<file path="config.mk">
export PLATFORM = sky130hd
export DESIGN_NAME = pdma_engine
export DESIGN_NICKNAME = d
export VERILOG_FILES = /design/src/rtl/pdma_pkg.sv /design/src/rtl/pdma_buf.sv /design/src/rtl/pdma_seq.sv /design/src/rtl/pdma_engine.sv
export SDC_FILE = /design/constraint.sdc
export NUM_CORES = 2
export LEC_CHECK = 0
export BUFFER_PORTS_ARGS = -buffer_cell sky130_fd_sc_hd__buf_2
export CAP_MARGIN = 20
export CORE_MARGIN = 8
export CORE_UTILIZATION = 50
export CTS_CLUSTER_SIZE = 25
export DETAILED_ROUTE_END_ITERATION = 8
export PLACE_DENSITY = 0.69
export SYNTH_ARGS = -nofsm -noshare
export SYNTH_HDL_FRONTEND = slang
export SYNTH_SLANG_ARGS = --single-unit
export TNS_END_PERCENT = 20
</file>
<file path="constraint.sdc">
create_clock -name clk -period 8.3 [get_ports clk]
set_input_delay 2.49 -clock clk [delete_from_list [all_inputs] [get_ports clk]]
set_output_delay 2.49 -clock clk [all_outputs]
set_load 0.01 [all_outputs]
</file>
<file path="src/rtl/pdma_pkg.sv">
package pdma_pkg;
  localparam int BLK_BYTES = 128;
  localparam int IDX_W     = $clog2(BLK_BYTES);

  localparam int OFS_DATA  = 8;
  localparam int OFS_CSR   = 9;
  localparam int OFS_CNT   = 10;

  typedef enum logic [1:0] {
    PH_IDLE = 2'd0,
    PH_DEV  = 2'd1,
    PH_HOST = 2'd2
  } phase_t;
endpackage

</file>
<file path="src/rtl/pdma_buf.sv">
module pdma_buf
  import pdma_pkg::*;
(
  input  logic             clk,
  input  logic             we_lo,
  input  logic             we_hi,
  input  logic [IDX_W-1:0] addr,
  input  logic [15:0]      wdata,
  output logic [7:0]       rd_lo,
  output logic [7:0]       rd_hi
);
  logic [7:0]       mem [BLK_BYTES];
  logic [IDX_W-1:0] addr_hi;

  assign addr_hi = addr + IDX_W'(1);

  always_ff @(posedge clk) begin
    if (we_lo) mem[addr]    <= wdata[7:0];
    if (we_hi) mem[addr_hi] <= wdata[15:8];
  end

  assign rd_lo = mem[addr];
  assign rd_hi = mem[addr_hi];
endmodule

</file>
<file path="src/rtl/pdma_seq.sv">
module pdma_seq
  import pdma_pkg::*;
#(
  parameter int CNT_W = 8
) (
  input  logic             clk,
  input  logic             rst_n,
  input  logic             wide,
  input  logic             csr_wr,
  input  logic             csr_dir,
  input  logic             cnt_wr,
  input  logic [CNT_W-1:0] cnt_val,
  input  logic             core_irq,
  input  logic             dev_fire,
  input  logic             host_fire,
  output phase_t           phase_q,
  output logic [IDX_W-1:0] idx_q,
  output logic             dir_q,
  output logic [CNT_W-1:0] cnt_q,
  output logic             irq_q,
  output logic             end_q,
  output logic             last_q
);
  phase_t           phase_n;
  logic [IDX_W-1:0] idx_n;
  logic [CNT_W-1:0] cnt_n;
  logic             dir_n, irq_n, end_n, last_n;
  logic             move, step2, blk_done, final_blk;
  logic [IDX_W:0]   idx_sum;

  assign move      = (phase_q == PH_DEV) ? dev_fire :
                     (phase_q == PH_HOST) ? host_fire : 1'b0;
  assign step2     = (phase_q == PH_HOST) && wide;
  assign idx_sum   = {1'b0, idx_q} + (step2 ? (IDX_W+1)'(2) : (IDX_W+1)'(1));
  assign blk_done  = idx_sum[IDX_W];
  assign final_blk = (cnt_q == CNT_W'(1));

  always_comb begin
    phase_n = phase_q;
    idx_n   = idx_q;
    cnt_n   = cnt_q;
    dir_n   = dir_q;
    irq_n   = irq_q;
    end_n   = end_q;
    last_n  = last_q;
    if (phase_q == PH_IDLE) begin
      if (csr_wr) dir_n = csr_dir;
      if (cnt_wr) begin
        cnt_n = cnt_val;
        if (cnt_val != '0) begin
          idx_n   = '0;
          irq_n   = 1'b0;
          end_n   = 1'b0;
          last_n  = 1'b0;
          phase_n = (csr_wr ? csr_dir : dir_q) ? PH_DEV : PH_HOST;
        end
      end
    end else if (core_irq) begin
      phase_n = PH_IDLE;
      irq_n   = 1'b1;
    end else if (move) begin
      idx_n = idx_sum[IDX_W-1:0];
      if (blk_done) begin
        // destination side: host when reading, stream when writing
        if ((phase_q == PH_HOST) == dir_q) begin
          cnt_n = cnt_q - CNT_W'(1);
          if (final_blk) begin
            phase_n = PH_IDLE;
            end_n   = 1'b1;
            last_n  = !dir_q;
          end else begin
            phase_n = (phase_q == PH_HOST) ? PH_DEV : PH_HOST;
          end
        end else begin
          phase_n = (phase_q == PH_HOST) ? PH_DEV : PH_HOST;
        end
      end
    end
  end

  always_ff @(posedge clk or negedge rst_n) begin
    if (!rst_n) begin
      phase_q <= PH_IDLE;
      idx_q   <= '0;
      cnt_q   <= '0;
      dir_q   <= 1'b0;
      irq_q   <= 1'b0;
      end_q   <= 1'b0;
      last_q  <= 1'b0;
    end else begin
      phase_q <= phase_n;
      idx_q   <= idx_n;
      cnt_q   <= cnt_n;
      dir_q   <= dir_n;
      irq_q   <= irq_n;
      end_q   <= end_n;
      last_q  <= last_n;
    end
  end
endmodule

</file>
<file path="src/rtl/pdma_engine.sv">
module pdma_engine
  import pdma_pkg::*;
#(
  parameter int CNT_W  = 8,
  parameter int ADDR_W = 4
) (
  input  logic              clk,
  input  logic              rst_n,
  input  logic              wide_bus,
  input  logic [ADDR_W-1:0] host_addr,
  input  logic              host_wr,
  input  logic              host_rd,
  input  logic [15:0]       host_wdata,
  output logic [15:0]       host_rdata,
  input  logic              sin_valid,
  output logic              sin_ready,
  input  logic [7:0]        sin_data,
  output logic              sout_valid,
  input  logic              sout_ready,
  output logic [7:0]        sout_data,
  input  logic              core_irq
);
  logic [1:0]       rs_q;
  logic             rst_n_i;
  phase_t           phase_q;
  logic [IDX_W-1:0] idx_q;
  logic [CNT_W-1:0] cnt_q;
  logic             dir_q, irq_q, end_q, last_q;
  logic             sel_data, sel_csr, sel_cnt;
  logic             host_fire, dev_fire;
  logic             we_lo, we_hi;
  logic [15:0]      buf_wdata;
  logic [7:0]       rd_lo, rd_hi;

  always_ff @(posedge clk or negedge rst_n) begin
    if (!rst_n) rs_q <= 2'b00;
    else        rs_q <= {rs_q[0], 1'b1};
  end
  assign rst_n_i = rs_q[1];

  assign sel_data = (host_addr == ADDR_W'(OFS_DATA));
  assign sel_csr  = (host_addr == ADDR_W'(OFS_CSR));
  assign sel_cnt  = (host_addr == ADDR_W'(OFS_CNT));

  assign host_fire = (phase_q == PH_HOST) && sel_data &&
                     (dir_q ? host_rd : host_wr);
  assign sin_ready  = (phase_q == PH_DEV) && dir_q;
  assign sout_valid = (phase_q == PH_DEV) && !dir_q;
  assign dev_fire   = dir_q ? (sin_valid && sin_ready) : (sout_valid && sout_ready);

  assign we_lo     = dir_q ? (dev_fire && (phase_q == PH_DEV)) : host_fire;
  assign we_hi     = !dir_q && host_fire && wide_bus;
  assign buf_wdata = dir_q ? {8'h00, sin_data} : host_wdata;
  assign sout_data = rd_lo;

  pdma_buf u_buf (
    .clk   (clk),
    .we_lo (we_lo),
    .we_hi (we_hi),
    .addr  (idx_q),
    .wdata (buf_wdata),
    .rd_lo (rd_lo),
    .rd_hi (rd_hi)
  );

  pdma_seq #(.CNT_W(CNT_W)) u_seq (
    .clk       (clk),
    .rst_n     (rst_n_i),
    .wide      (wide_bus),
    .csr_wr    (host_wr && sel_csr),
    .csr_dir   (host_wdata[0]),
    .cnt_wr    (host_wr && sel_cnt),
    .cnt_val   (host_wdata[CNT_W-1:0]),
    .core_irq  (core_irq),
    .dev_fire  (dev_fire),
    .host_fire (host_fire),
    .phase_q   (phase_q),
    .idx_q     (idx_q),
    .dir_q     (dir_q),
    .cnt_q     (cnt_q),
    .irq_q     (irq_q),
    .end_q     (end_q),
    .last_q    (last_q)
  );

  always_comb begin
    host_rdata = 16'h0000;
    if (sel_data) begin
      if ((phase_q == PH_HOST) && dir_q)
        host_rdata = wide_bus ? {rd_hi, rd_lo} : {8'h00, rd_lo};
    end else if (sel_csr) begin
      host_rdata = {10'd0, last_q, end_q, (phase_q == PH_IDLE), irq_q,
                    (phase_q != PH_HOST), dir_q};
    end else if (sel_cnt) begin
      host_rdata = 16'(cnt_q);
    end
  end
endmodule

</file>
### After elaboration in Yosys (flattened, before gate mapping)

Memory sizes are Yosys's and may differ from the RTL's.
Cells that the tools add are included.

| cells by class | value |
|---|---|
| add/sub/neg operators | 3 |
| equal/unequal tests | 11 |
| muxes and demuxes | 54 |
| reduce and logical (&&, ||, !) cells | 28 |

Operators with widths:

| cell | number |
|---|---|
| 16-bit two-way mux | 4 |
| 8-bit two-way mux | 8 |
| 7-bit two-way mux | 5 |
| 1-bit two-way mux | 26 |
| 2-bit two-way mux | 11 |
| 1-bit logical AND | 13 |
| 4-bit equality test, second input constant | 3 |
| 2-bit nonzero test | 5 |
| 7-bit by 8-bit adder with 8-bit output | 1 |
| 8-bit by 1-bit equality test with 1-bit output, second input constant | 1 |
| 4-bit AND reduction | 2 |
| 8-bit nonzero test | 1 |
| 8-bit by 1-bit subtractor with 8-bit output, second input constant | 1 |
| 7-bit by 1-bit adder with 7-bit output, second input constant | 1 |
| 7-bit AND reduction | 1 |
| 2-bit by 1-bit inequality test with 1-bit output, second input constant | 3 |
| 3-bit nonzero test | 2 |
| 5-bit AND reduction | 1 |
| 3-bit AND reduction | 1 |
| 2-bit by 1-bit equality test with 1-bit output, second input constant | 1 |
| 2-bit equality test, second input constant | 1 |
| 2-bit zero test | 1 |
| 2-bit inequality test, second input constant | 1 |
| 1-bit equality test | 1 |
| 1-bit zero test | 1 |

| storage, ports and cells | value |
|---|---|
| flip-flop bits (word level) | 23 |
| memory bits (writable) | 1024 |
| input bits | 36 |
| output and inout bits | 26 |
| logic and storage cells | 105 |
| memories kept | 1 |

Memory list:

| memory | depth | bits a word | rd ports | clocked after memory_dff | wr ports | line | RTL |
|---|---|---|---|---|---|---|---|
| u_buf.mem | 128 | 8 | 2 | 0 | 2 | pdma_buf.sv:12 | `logic [7:0] mem [BLK_BYTES];` |

### Logic depth before layout (Yosys ltp)

| logic depth | value |
|---|---|
| depth after elaboration | 8 |
| gate-level depth with buffers | 13 |
| depth with buffers taken out | 11 |

### Modules after synthesis

Synthesis repeated with hierarchy kept, for this count alone.

| unflattened totals | value |
|---|---|
| cell total of the unflattened synthesis | 4537 |
| area total of the unflattened synthesis | 64798.4 um^2 |

By module, submodules not included:

| module | instances | cells an instance | area an instance (um^2) | seq. area each (um^2) |
|---|---|---|---|---|
| pdma_buf | 1 | 4325 | 62906.6 | 30749.5 |
| pdma_seq | 1 | 141 | 1301.2 | 525.5 |
| pdma_engine | 1 | 71 | 590.6 | 50.0 |

### Worst setup path after synthesis

OpenSTA, ideal clock, no wires.

| timing | value |
|---|---|
| path kind | input to output |
| start point | in host_addr[1] |
| end point | out host_rdata[13] |
| arrival time | 3.908 ns |
| data required time | 5.810 ns |
| setup slack | 1.902 ns |
| stages | 6 |
| path buffers | 2 |
| cells stage by stage | buf_6 > nor4b_4 > and2_1 > buf_1 > nand2_1 > a41oi_1 |

| between the ends | value |
|---|---|
| longest elaborated chain between the ends | 2 |

Ends and longest elaborated chain:

| item | line | RTL |
|---|---|---|
| start, declared | pdma_engine.sv:10 | `input logic [ADDR_W-1:0] host_addr,` |
| 4-bit equality test | pdma_engine.sv:41 | `assign sel_data = (host_addr == ADDR_W'(OFS_DATA));` |
| 16-bit two-way mux | pdma_engine.sv:88 | `if (sel_data) begin` |
| end, declared | pdma_engine.sv:14 | `output logic [15:0] host_rdata,` |

Every way passes these cells.

### Final worst setup path

| timing | value |
|---|---|
| start point | reg u_seq.idx_q[0] |
| end point | out host_rdata[15] |

| between the ends | value |
|---|---|
| longest elaborated chain between the ends | 5 |

Ends and longest elaborated chain:

| item | line | RTL |
|---|---|---|
| start, declared | pdma_seq.sv:17 | `output logic [IDX_W-1:0] idx_q,` |
| start signal, assigned | pdma_seq.sv:92 | `idx_q <= idx_n;` |
| 7-bit by 1-bit adder with 7-bit output | pdma_buf.sv:15 | `assign addr_hi = addr + IDX_W'(1);` |
| memory read 128 x 8 bit | - |  |
| 16-bit two-way mux | pdma_engine.sv:90 | `host_rdata = wide_bus ? {rd_hi, rd_lo} : {8'h00, rd_lo};` |
| 16-bit two-way mux | pdma_engine.sv:89 | `if ((phase_q == PH_HOST) && dir_q)` |
| 16-bit two-way mux | pdma_engine.sv:88 |  |

Every way passes these cells.

==> impl_metrics.yaml <==
sta:
  layout_min_cycle_time_ns: 8.38
  finalSetupViolCount: 1
  timing.setup.tns_ns: -0.0786
  final.setup.worst_slack_ns: -0.0786
  worst_slew_pin_slew_ns: 1.38
  fin_worst_skew_ns: 0.0406
  period_share_pct: 101
  maxSlewHeadroom_pct: 7.51
  timing.fmax_ghz: 0.119
  maxSlewViolCount: 0
  hold_viol_final: 0
synthesis:
  synthFlopType: "edfxtp_1"
  ys_seq_area_share_pct: 50.3
  synth.net_count: 4513
  yosysMostFrequentCell: "mux2i_1"
  synth.avg_cell_area_um2: 13.9
  syn_inst: 4470
  ys_ff_latch: 1047
  yosysTopAreaCellShare_pct: 49.4
  synth_cell_type_count: 78
  synth-adder-area-share_pct: 0.153
  synthesis.area_um2: 62300
  synth_xor_area_share_pct: 0.125
  synthTopCellsByArea: "edfxtp_1 49%, mux2i_1 21%, mux4_2 13%"
  synth_top_family_by_area: "multiplexers"
  synthSimpleGateAreaFrac_pct: 3.87
  yosys_warnings: 0
  synth_common_cells: "1287 x mux2i_1, 1024 x edfxtp_1, 367 x mux4_2"
  synth_edf_count: 1024
  synth-compound-area-share_pct: 6.92
  synth_top_area_cell: "edfxtp_1"
  synthMuxAreaShare_pct: 35.2
  async_reset_ff_share_pct: 2.20
floorplan:
  dieHeight_um: 369
  ios: 62
  initial_core_util_pct: 50.4
  fp.dieW_um: 369
  design.core.area_um2: 124000
  num_rows: 129
  dieArea_um2: 136000
critical_path:
  cp_cell_sequence: "ha_4 -> buf_12 -> buf_4 -> mux4_2 -> mux2i_1 -> o22ai_1 -> o21ai_0 -> buf_4 -> a41oi_1 -> buf_2"
  arrival_ns: 5.89
  rr_startpoint: "u_seq.idx_q[1]"
  max_stage_delay_ns: 0.88
  cp-start-kind: "flop"
  r2r_cells: 8
  cp_top_family: "compound AO/OA/AOI/OAI gates"
  crit_path_frequent_cell: "buf_4"
  r2r_end: "u_buf.mem[14][1]"
  cp.required_ns: 5.81
  cp_slowest_cell: "ha_4"
  r2r_slack_ns: 3.19
  crit_buf_inv: 4
  critical_path_class: "reg2out"
  endpoint_kind: "primary output"
  path_max_fanout: 23
min_path:
  min_to: "rs_q[1]"
  hold_start: "rs_q[0]"
  min_path_type: "reg2reg"
  holdPathStages: 0
global_route:
  grt_use_met1_pct: 44.8
  grtUsageTotal_pct: 34.9
  grt.met2_usage_pct: 49.4
  grt_pass1_vias: 44600
  top_usage_layer: "met2"
  grt_util_met3_pct: 14.9
  grt_first_pass_wirelength_um: 343000
  grt_overflow: 0
  grt_max_degree: 129
  grt_antenna_before_repair: 17
cells_and_area:
  fin_util_pct: 56.1
  fin_nets: 4501
  areaGrowthSynthToFinish_pct: 11.4
  fin_cells: 6196
  n_fill_cell: 10000
  drive_gt1_share_pct: 23.6
placed_design:
  gp_congestion: 1.06
  dp_slack_ns: 0.697
  hpwl_um: 158000
  port_buffers: 61
  place_inst: 5964
clocking:
  h-tree-depth: 3
  clkSinkCount: 1047
  clockBufferDepth: 3
  root_buffer: "clkbuf_16"
  cts_resized: 0
  insertion_delay_ns: 0.76
  cts.clk_slew.worst_paths_ns: 0.06
  numCtsBuffers: 114
  cts_tree: "yes"
drt:
  vias: 47100
  routed_wl_um: 246000
  drtPass1Iterations: 9
  final_antenna_net_count: 0
  vias_per_cell: 7.60
  drc_errors: 5
  detail_route.iter0.violations: 8945
  avgRoutedWirePerCell_um: 39.8
power:
  p_int_mw: 13.0
  switchingPower_mw: 8.69
  irDropWorstVdd_mv: 0.436
  seqPwrFrac_pct: 29.0
  power.density_nw_per_um2: 313
  fin_total_pwr_mw: 21.7
  combPwrFrac_pct: 45.8
  pwr-share-clk_pct: 25.2
  switching_share_pct: 40.0
  p_leak_nw: 26.1
outcome:
  violations: "DRC, setup timing"
  status: "complete, but fails checks"
job:
  cap_violations: 0
-- state kept, by name (all words and copies together), names as in the netlist --
signal / flops
rs_q: 2
u_buf.mem: 1024
u_seq.cnt_q: 8
u_seq.dir_q: 1
u_seq.end_q: 1
u_seq.idx_q: 7
u_seq.irq_q: 1
u_seq.last_q: 1
u_seq.phase_q: 2
-- timing repair --
action	CTS	global route
setup endpoints to repair	1	0
buffers inserted	1	0
hold buffers	0	0
-- cell usage in the layout (no fill, tap or decap), types with 17 or more instances in the layout --
cell type | Yosys | routed
clkbuf_1 | 320 | 20
mux2_2 | 66 | 66
a211oi_1 | 18 | 18
o21ai_1 | 9 | 29
nor2_2 | 30 | 34
a221oi_1 | 79 | 79
a21oi_1 | 74 | 74
buf_4 | 13 | 278
o21ai_0 | 173 | 153
o22ai_1 | 115 | 115
nor2_1 | 97 | 92
dfrtp_1 | 23 | 18
clkbuf_16 | 0 | 119
nand3_1 | 37 | 37
clkinv_2 | 0 | 21
buf_2 | 131 | 64
mux4_2 | 367 | 367
edfxtp_1 | 1024 | 1024
bufinv_16 | 0 | 17
nor3_1 | 26 | 18
nand2_1 | 242 | 242
mux2i_1 | 1287 | 1279
a22oi_1 | 68 | 68
-- worst max path at each step --
| stage | from | cells after the start | slack, ns | to |
|---|---|---|---|---|
| finish | u_seq.idx_q[0] | 10 | -0.08 | host_rdata[15] |
| global route | u_seq.idx_q[0] | 10 | -0.0002 | host_rdata[15] |
| CTS | u_seq.idx_q[0] | 10 | 0.20 | host_rdata[15] |
| detailed placement | host_addr[1] | 6 | 0.70 | host_rdata[13] |
| global placement | host_addr[1] | 6 | 0.74 | host_rdata[13] |
| floorplan | host_addr[1] | 6 | 1.90 | host_rdata[13] |
-- power by group through the flow --
stage | clock [mW] | sequential (mW) | combinational [mW]
floorplan | 0 | 6.32 | 6.20
global placement | 0 | 6.40 | 9.27
detailed placement | 0 | 6.40 | 9.39
CTS | 5.47 | 6.29 | 9.46
global route | 5.64 | 6.30 | 10.1
finish | 5.48 | 6.30 | 9.96
-- metrics by stage --
stage               area, um2  hold slack (ns)
floorplan               62300            0.267
global placement        65100            0.342
detailed placement      65200            0.336
CTS                     69200            0.358
global route            69300            0.368
finish                  69300            0.356
-- cell families (layout without fill, tap and decap cells) --
kind of cell    count (synthesis)  count (layout)
simple gates                  526             526
flops                        1047            1047
buf+inv                       511             594
compound gates                650             650
fa+ha+maj                       7               7
xor+xnor                        8               8
other cells                     1               7
mux                          1720            1720
-- per-layer routing --
layer | wire [um] | vias up
li1 | - | 17900
met1 | 86800 | 23800
met2 | 102000 | 4372
met3 | 39400 | 1005
met4 | 17600 | 20
met5 | 362 | -
-- area by class of cell --
cell class / count / area (um2) / share of cell area [%]
Timing Repair Buffer: 367 / 2860 / 4.13
Tap cell: 1637 / 2050 / 2.95
Clock buffer: 145 / 3140 / 4.52
Sequential cell: 1047 / 31300 / 45.2
Inverter: 16 / 60.1 / 0.0866
Clock inverter: 66 / 782 / 1.13
Multi-Input combinational cell: 2912 / 29100 / 42.0
Antenna cell: 6 / 15.0 / 0.0217
Power figures use the tool's default switching activity.
